--- config.mk ---
export PLATFORM = sky130hd
export DESIGN_NAME = cmd_addr_regbuf
export DESIGN_NICKNAME = d
export VERILOG_FILES = /design/src/rtl/regbuf_pkg.sv /design/src/rtl/regbuf_lane_map.sv /design/src/rtl/regbuf_lane_reg.sv /design/src/rtl/regbuf_fanout.sv /design/src/rtl/cmd_addr_regbuf.sv
export SDC_FILE = /design/constraint.sdc
export NUM_CORES = 1
export LEC_CHECK = 0
export BUFFER_PORTS_ARGS = -buffer_cell sky130_fd_sc_hd__buf_2
export CORE_MARGIN = 2
export CORE_UTILIZATION = 35
export CTS_BUF_LIST = sky130_fd_sc_hd__clkbuf_4 sky130_fd_sc_hd__clkbuf_8
export DETAILED_ROUTE_END_ITERATION = 7
export PLACE_DENSITY = 0.57
export SLEW_MARGIN = 20
export SYNTH_ARGS = -nofsm -noshare
export SYNTH_HDL_FRONTEND = slang
export SYNTH_SLANG_ARGS = --single-unit
--- constraint.sdc ---
create_clock -name clk -period 0.9 [get_ports clk]
set_input_delay 0.09 -clock clk [delete_from_list [all_inputs] [get_ports clk]]
set_output_delay 0.09 -clock clk [all_outputs]
set_load 0.02 [all_outputs]
--- src/rtl/regbuf_pkg.sv ---
package regbuf_pkg;
  typedef enum logic [2:0] {
    ROLE_OFF  = 3'd0,
    ROLE_DATA = 3'd1,
    ROLE_CKE  = 3'd2,
    ROLE_ODT  = 3'd3,
    ROLE_CS   = 3'd4
  } lane_role_e;
endpackage

--- src/rtl/regbuf_lane_map.sv ---
module regbuf_lane_map
  import regbuf_pkg::*;
#(
  parameter int NLANE   = 25,
  parameter int NSPLIT  = 14,
  parameter int CS_LANE = 6,
  parameter int CKE_STD = 0,
  parameter int ODT_STD = 3,
  parameter int CKE_ALT = 13,
  parameter int ODT_ALT = 10
) (
  input  logic                          mode_split,
  input  logic                          ctrl_swap,
  output lane_role_e [NLANE-1:0]        roles
);
  logic use_alt;
  assign use_alt = mode_split & ctrl_swap;

  always_comb begin
    for (int i = 0; i < NLANE; i++) begin
      if (mode_split && i >= NSPLIT)
        roles[i] = ROLE_OFF;
      else if (i == CS_LANE)
        roles[i] = ROLE_CS;
      else if (i == (use_alt ? CKE_ALT : CKE_STD))
        roles[i] = ROLE_CKE;
      else if (i == (use_alt ? ODT_ALT : ODT_STD))
        roles[i] = ROLE_ODT;
      else
        roles[i] = ROLE_DATA;
    end
  end
endmodule

--- src/rtl/regbuf_lane_reg.sv ---
module regbuf_lane_reg
  import regbuf_pkg::*;
(
  input  logic       clk,
  input  logic       arst_n,
  input  lane_role_e role,
  input  logic       d,
  input  logic       cs_n,
  input  logic       odt,
  input  logic       cke,
  input  logic       freeze,
  output logic       nxt,
  output logic       q
);
  always_comb begin
    case (role)
      ROLE_CKE:  nxt = cke;
      ROLE_ODT:  nxt = odt;
      ROLE_CS:   nxt = cs_n;
      ROLE_DATA: nxt = freeze ? q : d;
      default:   nxt = 1'b0;
    endcase
  end

  always_ff @(posedge clk or negedge arst_n) begin
    if (!arst_n) q <= 1'b0;
    else         q <= nxt;
  end

  AST_DATA_LOAD: assert property (@(posedge clk) disable iff (!arst_n)
    (role == ROLE_DATA && !freeze) |=> (q == $past(d)));
  AST_DATA_HOLD: assert property (@(posedge clk) disable iff (!arst_n)
    (role == ROLE_DATA && freeze) |=> $stable(q));
  AST_CKE_FOLLOW: assert property (@(posedge clk) disable iff (!arst_n)
    (role == ROLE_CKE) |=> (q == $past(cke)));
  AST_ODT_FOLLOW: assert property (@(posedge clk) disable iff (!arst_n)
    (role == ROLE_ODT) |=> (q == $past(odt)));
  AST_CS_FOLLOW: assert property (@(posedge clk) disable iff (!arst_n)
    (role == ROLE_CS) |=> (q == $past(cs_n)));
  AST_OFF_LOW: assert property (@(posedge clk) disable iff (!arst_n)
    (role == ROLE_OFF) |=> !q);
endmodule

--- src/rtl/regbuf_fanout.sv ---
module regbuf_fanout #(
  parameter int NSPLIT = 14
) (
  input  logic              clk,
  input  logic              arst_n,
  input  logic              mode_split,
  input  logic [NSPLIT-1:0] nxt_low,
  output logic [NSPLIT-1:0] qb
);
  always_ff @(posedge clk or negedge arst_n) begin
    if (!arst_n)         qb <= '0;
    else if (mode_split) qb <= nxt_low;
    else                 qb <= '0;
  end
endmodule

--- src/rtl/cmd_addr_regbuf.sv ---
module cmd_addr_regbuf
  import regbuf_pkg::*;
#(
  parameter int NLANE   = 25,
  parameter int NSPLIT  = 14,
  parameter int CS_LANE = 6,
  parameter int CKE_STD = 0,
  parameter int ODT_STD = 3,
  parameter int CKE_ALT = 13,
  parameter int ODT_ALT = 10
) (
  input  logic              clk,
  input  logic              arst_n,
  input  logic              mode_split,
  input  logic              ctrl_swap,
  input  logic [NLANE-1:0]  d_in,
  input  logic              cs_n_in,
  input  logic              cs_aux_n_in,
  input  logic              odt_in,
  input  logic              cke_in,
  output logic [NLANE-1:0]  qa_out,
  output logic [NSPLIT-1:0] qb_out
);
  lane_role_e [NLANE-1:0] roles;
  logic [NLANE-1:0]       nxt;
  logic                   freeze;

  assign freeze = cs_n_in & cs_aux_n_in;

  regbuf_lane_map #(
    .NLANE(NLANE), .NSPLIT(NSPLIT), .CS_LANE(CS_LANE),
    .CKE_STD(CKE_STD), .ODT_STD(ODT_STD),
    .CKE_ALT(CKE_ALT), .ODT_ALT(ODT_ALT)
  ) u_map (
    .mode_split (mode_split),
    .ctrl_swap  (ctrl_swap),
    .roles      (roles)
  );

  for (genvar g = 0; g < NLANE; g++) begin : g_lane
    regbuf_lane_reg u_lane (
      .clk    (clk),
      .arst_n (arst_n),
      .role   (roles[g]),
      .d      (d_in[g]),
      .cs_n   (cs_n_in),
      .odt    (odt_in),
      .cke    (cke_in),
      .freeze (freeze),
      .nxt    (nxt[g]),
      .q      (qa_out[g])
    );
  end

  regbuf_fanout #(.NSPLIT(NSPLIT)) u_fan (
    .clk        (clk),
    .arst_n     (arst_n),
    .mode_split (mode_split),
    .nxt_low    (nxt[NSPLIT-1:0]),
    .qb         (qb_out)
  );

  AST_B_MIRROR: assert property (@(posedge clk) disable iff (!arst_n)
    mode_split |-> (qb_out == qa_out[NSPLIT-1:0]));
  AST_B_IDLE: assert property (@(posedge clk) disable iff (!arst_n)
    !mode_split |-> (qb_out == '0));
  AST_UPPER_IDLE: assert property (@(posedge clk) disable iff (!arst_n)
    mode_split |=> (qa_out[NLANE-1:NSPLIT] == '0));
endmodule

* Word-level counts from Yosys, hierarchy flattened
Cells that the tools add are included.
** Word-level totals
- Output and inout bits :: 39
- Flip-flop bits (word level) :: 39
- Input port bits :: 33
** Operators by class
- Bitwise logic cells :: 2
- Reduce and logical (&&, ||, !) cells :: 2
- Equal/unequal tests :: 153
- Muxes and demuxes :: 110
** Operator list (count)
- == test 6 x 32 -> 1 bit (first input constant) :: 18
- == test 5 x 32 -> 1 bit (first input constant) :: 16
- == test 4 x 32 -> 1 bit (first input constant) :: 6
- == test 3 x 32 -> 1 bit (first input constant) :: 4
- == test 3 x 2 -> 1 bit (second input constant) :: 40
- one-hot mux 1 bit (4 select lines) :: 24
- 2-to-1 mux 3 bit :: 31
- == test 2 x 32 -> 1 bit (first input constant) :: 2
- zero test 32 bit :: 2
- == test 3 x 1 -> 1 bit (second input constant) :: 20
- == test 3 bit (second input constant) :: 20
- 2-to-1 mux 2 bit :: 28
- 2-to-1 mux 1 bit :: 24
- inequality test 2 bit (second input constant) :: 11
- == test 2 bit (second input constant) :: 8
- 2-to-1 mux 14 bit :: 1
- == test 2 x 3 -> 1 bit (second input constant) :: 4
- == test 2 x 1 -> 1 bit (second input constant) :: 4
- 2-to-1 mux 4 bit :: 2
- bitwise AND 1 bit :: 2

* Longest topological paths before layout
Gate-level depths: netlist of the first run.
- Word-level depth :: 8
- Gate-level depth with buffers :: 4

* Hierarchy
From an unflattened synthesis of the first run, not the netlist that was laid out.
** Second synthesis, totals
- Cells, all modules :: 283
- Area total of the unflattened synthesis :: 2882.8 um^2
** Modules (own cells, without submodules)
- regbuf_lane_reg :: times used 25, area an instance 73.8 um^2, cells each 7, seq. area each 25.0 um^2
- regbuf_lane_map :: times used 1, area an instance 569.3 um^2, cells each 78, seq. area each 0.0 um^2
- regbuf_fanout :: times used 1, area an instance 461.7 um^2, cells each 29, seq. area each 350.3 um^2
- cmd_addr_regbuf :: times used 1, area an instance 6.3 um^2, cells each 1, seq. area each 0.0 um^2

* Worst setup path before layout of the first run
Ideal clock, no wire load.
- Path kind :: in2reg
- Start :: in cs_aux_n_in
- End :: reg u_fan.qb[10]
- Slack :: 0.166 ns
- Data required time :: 0.804 ns
- Path buffers :: 1
- Stages on the path :: 3
- Data arrival time :: 0.639 ns
- Cells stage by stage :: buf_6 a21bo_1 a311oi_2
** On the way
- Cells in the longest elaborated chain, start to end :: 4
** RTL lines
- start: declaration :: RTL line cmd_addr_regbuf.sv:18 : input logic cs_aux_n_in,
- bitwise AND 1 bit :: RTL line cmd_addr_regbuf.sv:28 : assign freeze = cs_n_in & cs_aux_n_in;
- 2-to-1 mux 1 bit :: RTL line regbuf_lane_reg.sv:20 : ROLE_DATA: nxt = freeze ? q : d;
- one-hot mux 1 bit (4 select lines) :: RTL line regbuf_lane_reg.sv:16 : case (role)
- 2-to-1 mux 14 bit :: RTL line regbuf_fanout.sv:12 : else if (mode_split) qb <= nxt_low;
- end signal: assignment :: RTL line regbuf_fanout.sv:12
- end: declaration :: RTL line regbuf_fanout.sv:8 : output logic [NSPLIT-1:0] qb
No other way between the ends.
A chain may end at the register's enable or synchronous reset.

* Worst setup path in the final report of the first run
- Start :: reg g_lane[13].u_lane.q
- End :: out qa_out[13]
** RTL lines
- start: declaration :: RTL line regbuf_lane_reg.sv:13 : output logic q
- start signal: assignment :: RTL line regbuf_lane_reg.sv:27 : else q <= nxt;
- end: declaration :: RTL line cmd_addr_regbuf.sv:21 : output logic [NLANE-1:0] qa_out,
No word-level cell between the ends.

==> flow_metrics.tcl, run 1 <==
set metrics [dict create \
    rsz0062_at_grt "yes" \
    drv_slew 0 \
    synth_top_area_frac 0.501 \
    fin_nets 277 \
    cts_buffer_depth 2 \
    num_vias 1463 \
    wl_per_cell_um 13.5 \
    startpoint_type "flip-flop" \
    grt_pass1_vias 1544 \
    cts_tree "built" \
    dieHeight_um 78.6 \
    grt_usage 0.148 \
    slew_headroom 0.831 \
    place_area_um2 2270 \
    start_util 0.358 \
    core_um2 5440 \
    drive_gt1_frac 0.571 \
    grt_max_degree 40 \
    status "finished with violations" \
    netlist_area_um2 1950 \
    design_area_um2 2770 \
    setup_ws_ps -32.5 \
    synth-warning-count 0 \
    clock-sinks 39 \
    syn_to_final_growth_pct 41.9 \
    finalHoldViolations 0 \
    path_cells "buf_6" \
    rows 27 \
    fin_skew_ps 0.972 \
    dieWidth_um 78.6 \
    synth-seq-cells 39 \
    dp.cells 294 \
    required_ps 810 \
    synth-seq-area-share 0.501 \
    cpPeakStageDelay_ps 410 \
    crit_type "flip-flop to output port" \
    portBuffers 70 \
    dpl_worst_slack_ps -70.5 \
    violations "negative setup slack" \
    dieArea_um2 6180 \
    wl_mm 4.27 \
    irDropWorstVdd_v 0.000797 \
    postRouteAntennaNets 0 \
    p_leak_nw 1.36 \
    synth_commonest_cells "dfrtp_1, buf_4, a21oi_1" \
    total_power_mw 4.71 \
    tightest_slew_ps 254 \
    cpLargestDelayFamily "flip-flops" \
    synth_top_area_cell "dfrtp_1" \
    drt-initial-drc-count 52 \
    p_per_area_nw_per_um2 1700 \
    yosysMostFrequentCell "dfrtp_1" \
    fin_crit_sh 1.04 \
    cp_num_buf_inv 1 \
    drc 0 \
    synthFlopType "dfrtp_1" \
    numCtsBuffers 5 \
    yosys-top-cells-area "dfrtp_1, buf_4, a21bo_2" \
    antenna_found_initial 0 \
    critPathCaptureType "output port" \
    clkLatencyLatePin_ps 290 \
    worst-path-max-fanout 2 \
    synth_edf_count 0 \
    htreeDepth 2 \
    syn_nets 208 \
    firstDrtPassIters 4 \
    num_antenna_cells 0 \
    place_hpwl_mm 2.83 \
    clkTransAtPathRegs_ps 80 \
    globalRouteOverflowTotal 0 \
    cp.arrival_ps 840 \
    root_buffer "clkbuf_8" \
    syn_inst 175 \
    avgViaCountPerCell 4.62 \
    cp_slowest_cell "dfrtp_1" \
    max_freq_mhz 1070 \
    avgSynthCellArea_um2 11.1 \
    fin_crit_ps 932 \
    final_cells 317 \
    ys_types 19 \
    grt_pass1_wl_mm 7.13 \
    io_pins 72 \
    async_flop_share 1.00 \
    gp_congestion 0.737 \
    cap_violations 0 \
    worstHoldPathType "input port to flip-flop" \
    setup_viol 27 \
]
## flip-flops by register name, indices dropped and copies added, names as in the netlist
register         cells
u_fan.qb            14
g_lane.u_lane.q     25
## cell families after synthesis
logic type,Yosys count,synth area share
AOI/OAI and AO/OA,56,0.222
DFF,39,0.501
buffers and inverters,41,0.152
and+or+nand+nor,39,0.125
## metrics by stage
stage          hold WS (ps)  utilization  setup TNS (ps)
2_1_floorplan          -206            -               0
5_1_grt                 141        0.509           -1530
4_1_cts                 105        0.503            -897
6_report                118        0.509            -352
3_5_place_dp           76.7        0.418            -531
3_3_place_gp           78.6        0.418            -349
## where the power goes
part | switching [mW] | internal, mW
registers | 0.0837 | 1.87
clock network | 0.628 | 1.11
logic | 0.475 | 0.539
total | 1.19 | 3.52
## cells in the final DEF, fill, tap and decap left out, types with 2 or more instances in the layout
master and count:
dfrtp_1 39, buf_6 39, buf_2 31, buf_4 26, a21oi_1 22, a21bo_2 20
nand3_1 14, nand2_1 10, nand3_2 10, clkbuf_8 5, a21bo_1 4, a31oi_1 4
buf_12 4, inv_1 2, and3b_1 2, nor2b_1 2, a311oi_2 2, a41oi_1 2
o21ai_0 2, bufinv_16 2
## layout make-up
cell class / instances / area, um2
flip-flops and latches: 39 / 976
repair buffers: 101 / 880
fillers: 526 / 2670
inverters: 2 / 7.51
well taps: 72 / 90.1
multi-input cells: 95 / 677
clock buffers: 5 / 68.8
clock inverters: 3 / 67.6
## what timing repair did
item | in CTS | in global routing
hold buffers | 1 | 0
setup endpoints to repair | 39 | 40
endpoints found under the hold margin | 39 | 0
pin swaps | 2 | 1
setup buffers | 10 | 4
gates resized for setup | 78 | 0
## metal layers
| metal | vias up | track usage | share of wire |
|---|---|---|---|
| met5 | - | 0 | 0 |
| met4 | 0 | 0.0561 | 0.019 |
| met3 | 8 | 0.0506 | 0.068 |
| met2 | 50 | 0.244 | 0.47 |
| met1 | 687 | 0.177 | 0.45 |
| li1 | 718 | - | - |
## path summary, 6_finish.rpt
check	startpoint	endpoint	slack [ps]	cells past startpoint
setup / recovery	g_lane[13].u_lane.q	qa_out[13]	-30	1
hold / removal	odt_in	g_lane[3].u_lane.q	120	3
setup reg to reg	g_lane[13].u_lane.q	u_fan.qb[13]	20	3
hold reg to reg	g_lane[22].u_lane.q	g_lane[22].u_lane.q	560	2
max in group asynchronous	arst_n	g_lane[16].u_lane.q	420	3
min in group asynchronous	arst_n	u_fan.qb[7]	290	3
No activity file was read; power rests on OpenSTA's default activity.
==> run 2: changes to the inputs <==
CTS_BUF_LIST = not set   (was sky130_fd_sc_hd__clkbuf_4 sky130_fd_sc_hd__clkbuf_8)
HOLD_SLACK_MARGIN = 0.06   (was not set)
SETUP_SLACK_MARGIN = 0.02   (was not set)
==> flow_metrics.tcl, run 2 (same netlist as run 1, synthesis figures left out) <==
set metrics [dict create \
    status "finished with violations" \
    violations "negative setup slack" \
    core_um2 5440 \
    rr_worst_depth 3 \
    setup_viol 27 \
    fillers 526 \
    grt_pass1_wl_mm 7.13 \
    cp_slowest_cell "dfrtp_1" \
    rsz0062_at_grt "yes" \
    regMostFlops "g_lane.u_lane.q" \
    finalHoldViolations 0 \
    whs_endpoint "g_lane[0].u_lane.q" \
    crit-reg2reg-capture "u_fan.qb[13]" \
    clkLatencyLatePin_ps 290 \
    cts_buffer_depth 2 \
    dieWidth_um 78.6 \
    required_ps 810 \
    cpLargestDelayFamily "flip-flops" \
    globalRouteOverflowTotal 0 \
    cp.arrival_ps 840 \
    avgViaCountPerCell 4.62 \
    dpl_worst_slack_ps -70.5 \
    met3_usage 0.0506 \
    fin_skew_ps 0.972 \
    clkTransAtPathRegs_ps 70 \
    layout_common_cells "dfrtp_1, buf_6, buf_2" \
    path_cells "buf_6" \
    clock-sinks 39 \
    slew_headroom 0.839 \
    drv_slew 0 \
    final_cells 317 \
    irDropWorstVdd_v 0.000797 \
    setup_ws_ps -31.2 \
    dieHeight_um 78.6 \
    min_from "cke_in" \
    setup-tns-final_ps -350 \
    postRouteAntennaNets 0 \
    fin_crit_sh 1.03 \
    max_freq_mhz 1070 \
    worstHoldPathType "input port to flip-flop" \
    antenna_found_initial 0 \
    cap_violations 0 \
    root_buffer "clkbuf_8" \
    wl_per_cell_um 13.5 \
    numCtsBuffers 5 \
    critPathCaptureType "output port" \
    syn_to_final_growth_pct 42.3 \
    p_per_area_nw_per_um2 1700 \
    fin_nets 277 \
    wl_mm 4.27 \
    cpPeakStageDelay_ps 410 \
    grt_use_met2 0.244 \
    grt_usage 0.148 \
    holdWs_ps 123 \
    design_area_um2 2770 \
    timing.rr.start "g_lane[13].u_lane.q" \
    rows 27 \
    grt_pass1_vias 1544 \
    num_vias 1464 \
    gp_congestion 0.737 \
    multi_input_area_um2 684 \
    firstDrtPassIters 4 \
    place_area_um2 2270 \
    p_leak_nw 1.36 \
    cts_tree "built" \
    min_path_cells 3 \
    crit_type "flip-flop to output port" \
    drive_gt1_frac 0.576 \
    total_power_mw 4.71 \
    place_hpwl_mm 2.83 \
    tightest_slew_ps 241 \
    htreeDepth 2 \
    worst-path-max-fanout 2 \
    num_antenna_cells 0 \
    grt_max_degree 40 \
    dp.cells 294 \
    reg2reg_setup_slack_ps 20 \
    grt_busiest_layer "met2" \
    use_met1 0.177 \
    fin_crit_ps 931 \
    fin_util 0.510 \
    top_regs "g_lane.u_lane.q: 25 flops, u_fan.qb: 14 flops" \
    dieArea_um2 6180 \
    startpoint_type "flip-flop" \
    drc 0 \
    io_pins 72 \
    start_util 0.358 \
    regArea_um2 976 \
    cp_num_buf_inv 1 \
    largest_reg_flops 25 \
    portBuffers 70 \
    drt-initial-drc-count 63 \
]
[run 2: cell counts in the layout (fill, tap and decap cells not counted)]
No cell type changed its count.
[run 2: how the worst max path moves through the flow]
stage                     cells after the start           startpoint            to
after floorplan                               3          cs_aux_n_in  u_fan.qb[10]
after global placement                        5          cs_aux_n_in   u_fan.qb[1]
after detailed placement                      5          cs_aux_n_in   u_fan.qb[1]
after CTS                                     1   g_lane[9].u_lane.q     qa_out[9]
after global routing                          1   g_lane[1].u_lane.q     qa_out[1]
final                                         1  g_lane[13].u_lane.q    qa_out[13]
[run 2: cell type report]
cell class,instances,area share
Timing Repair Buffer,101,0.317
Inverter,2,0.00271
Clock inverter,3,0.0244
Sequential cell,39,0.352
Multi-Input combinational cell,95,0.247
Clock buffer,5,0.0248
Tap cell,72,0.0325
[run 2: repair_timing]
item | in CTS | in global routing
endpoints found under the hold margin | 39 | 0
pin swaps | 2 | 1
setup endpoints to repair | 39 | 43
hold buffers | 1 | 0
gates cloned | 0 | 0
gates resized for setup | 78 | 1
buffers inserted | 10 | 4
[run 2: power breakdown]
| part | switching (mW) | internal, mW | leakage, nW | total (mW) |
|---|---|---|---|---|
| sequential | 0.0837 | 1.87 | 0.491 | 1.96 |
| combinational | 0.477 | 0.540 | 0.805 | 1.02 |
| clock | 0.626 | 1.11 | 0.0644 | 1.73 |
| total | 1.19 | 3.52 | 1.36 | 4.71 |
[run 2: layer usage]
| layer | share of wire | vias up | routed length, um |
|---|---|---|---|
| li1 | - | 718 | - |
| met1 | 0.44 | 688 | 1900 |
| met2 | 0.47 | 50 | 2000 |
| met3 | 0.068 | 8 | 290 |
| met4 | 0.019 | 0 | 83 |
| met5 | 0 | - | 0 |
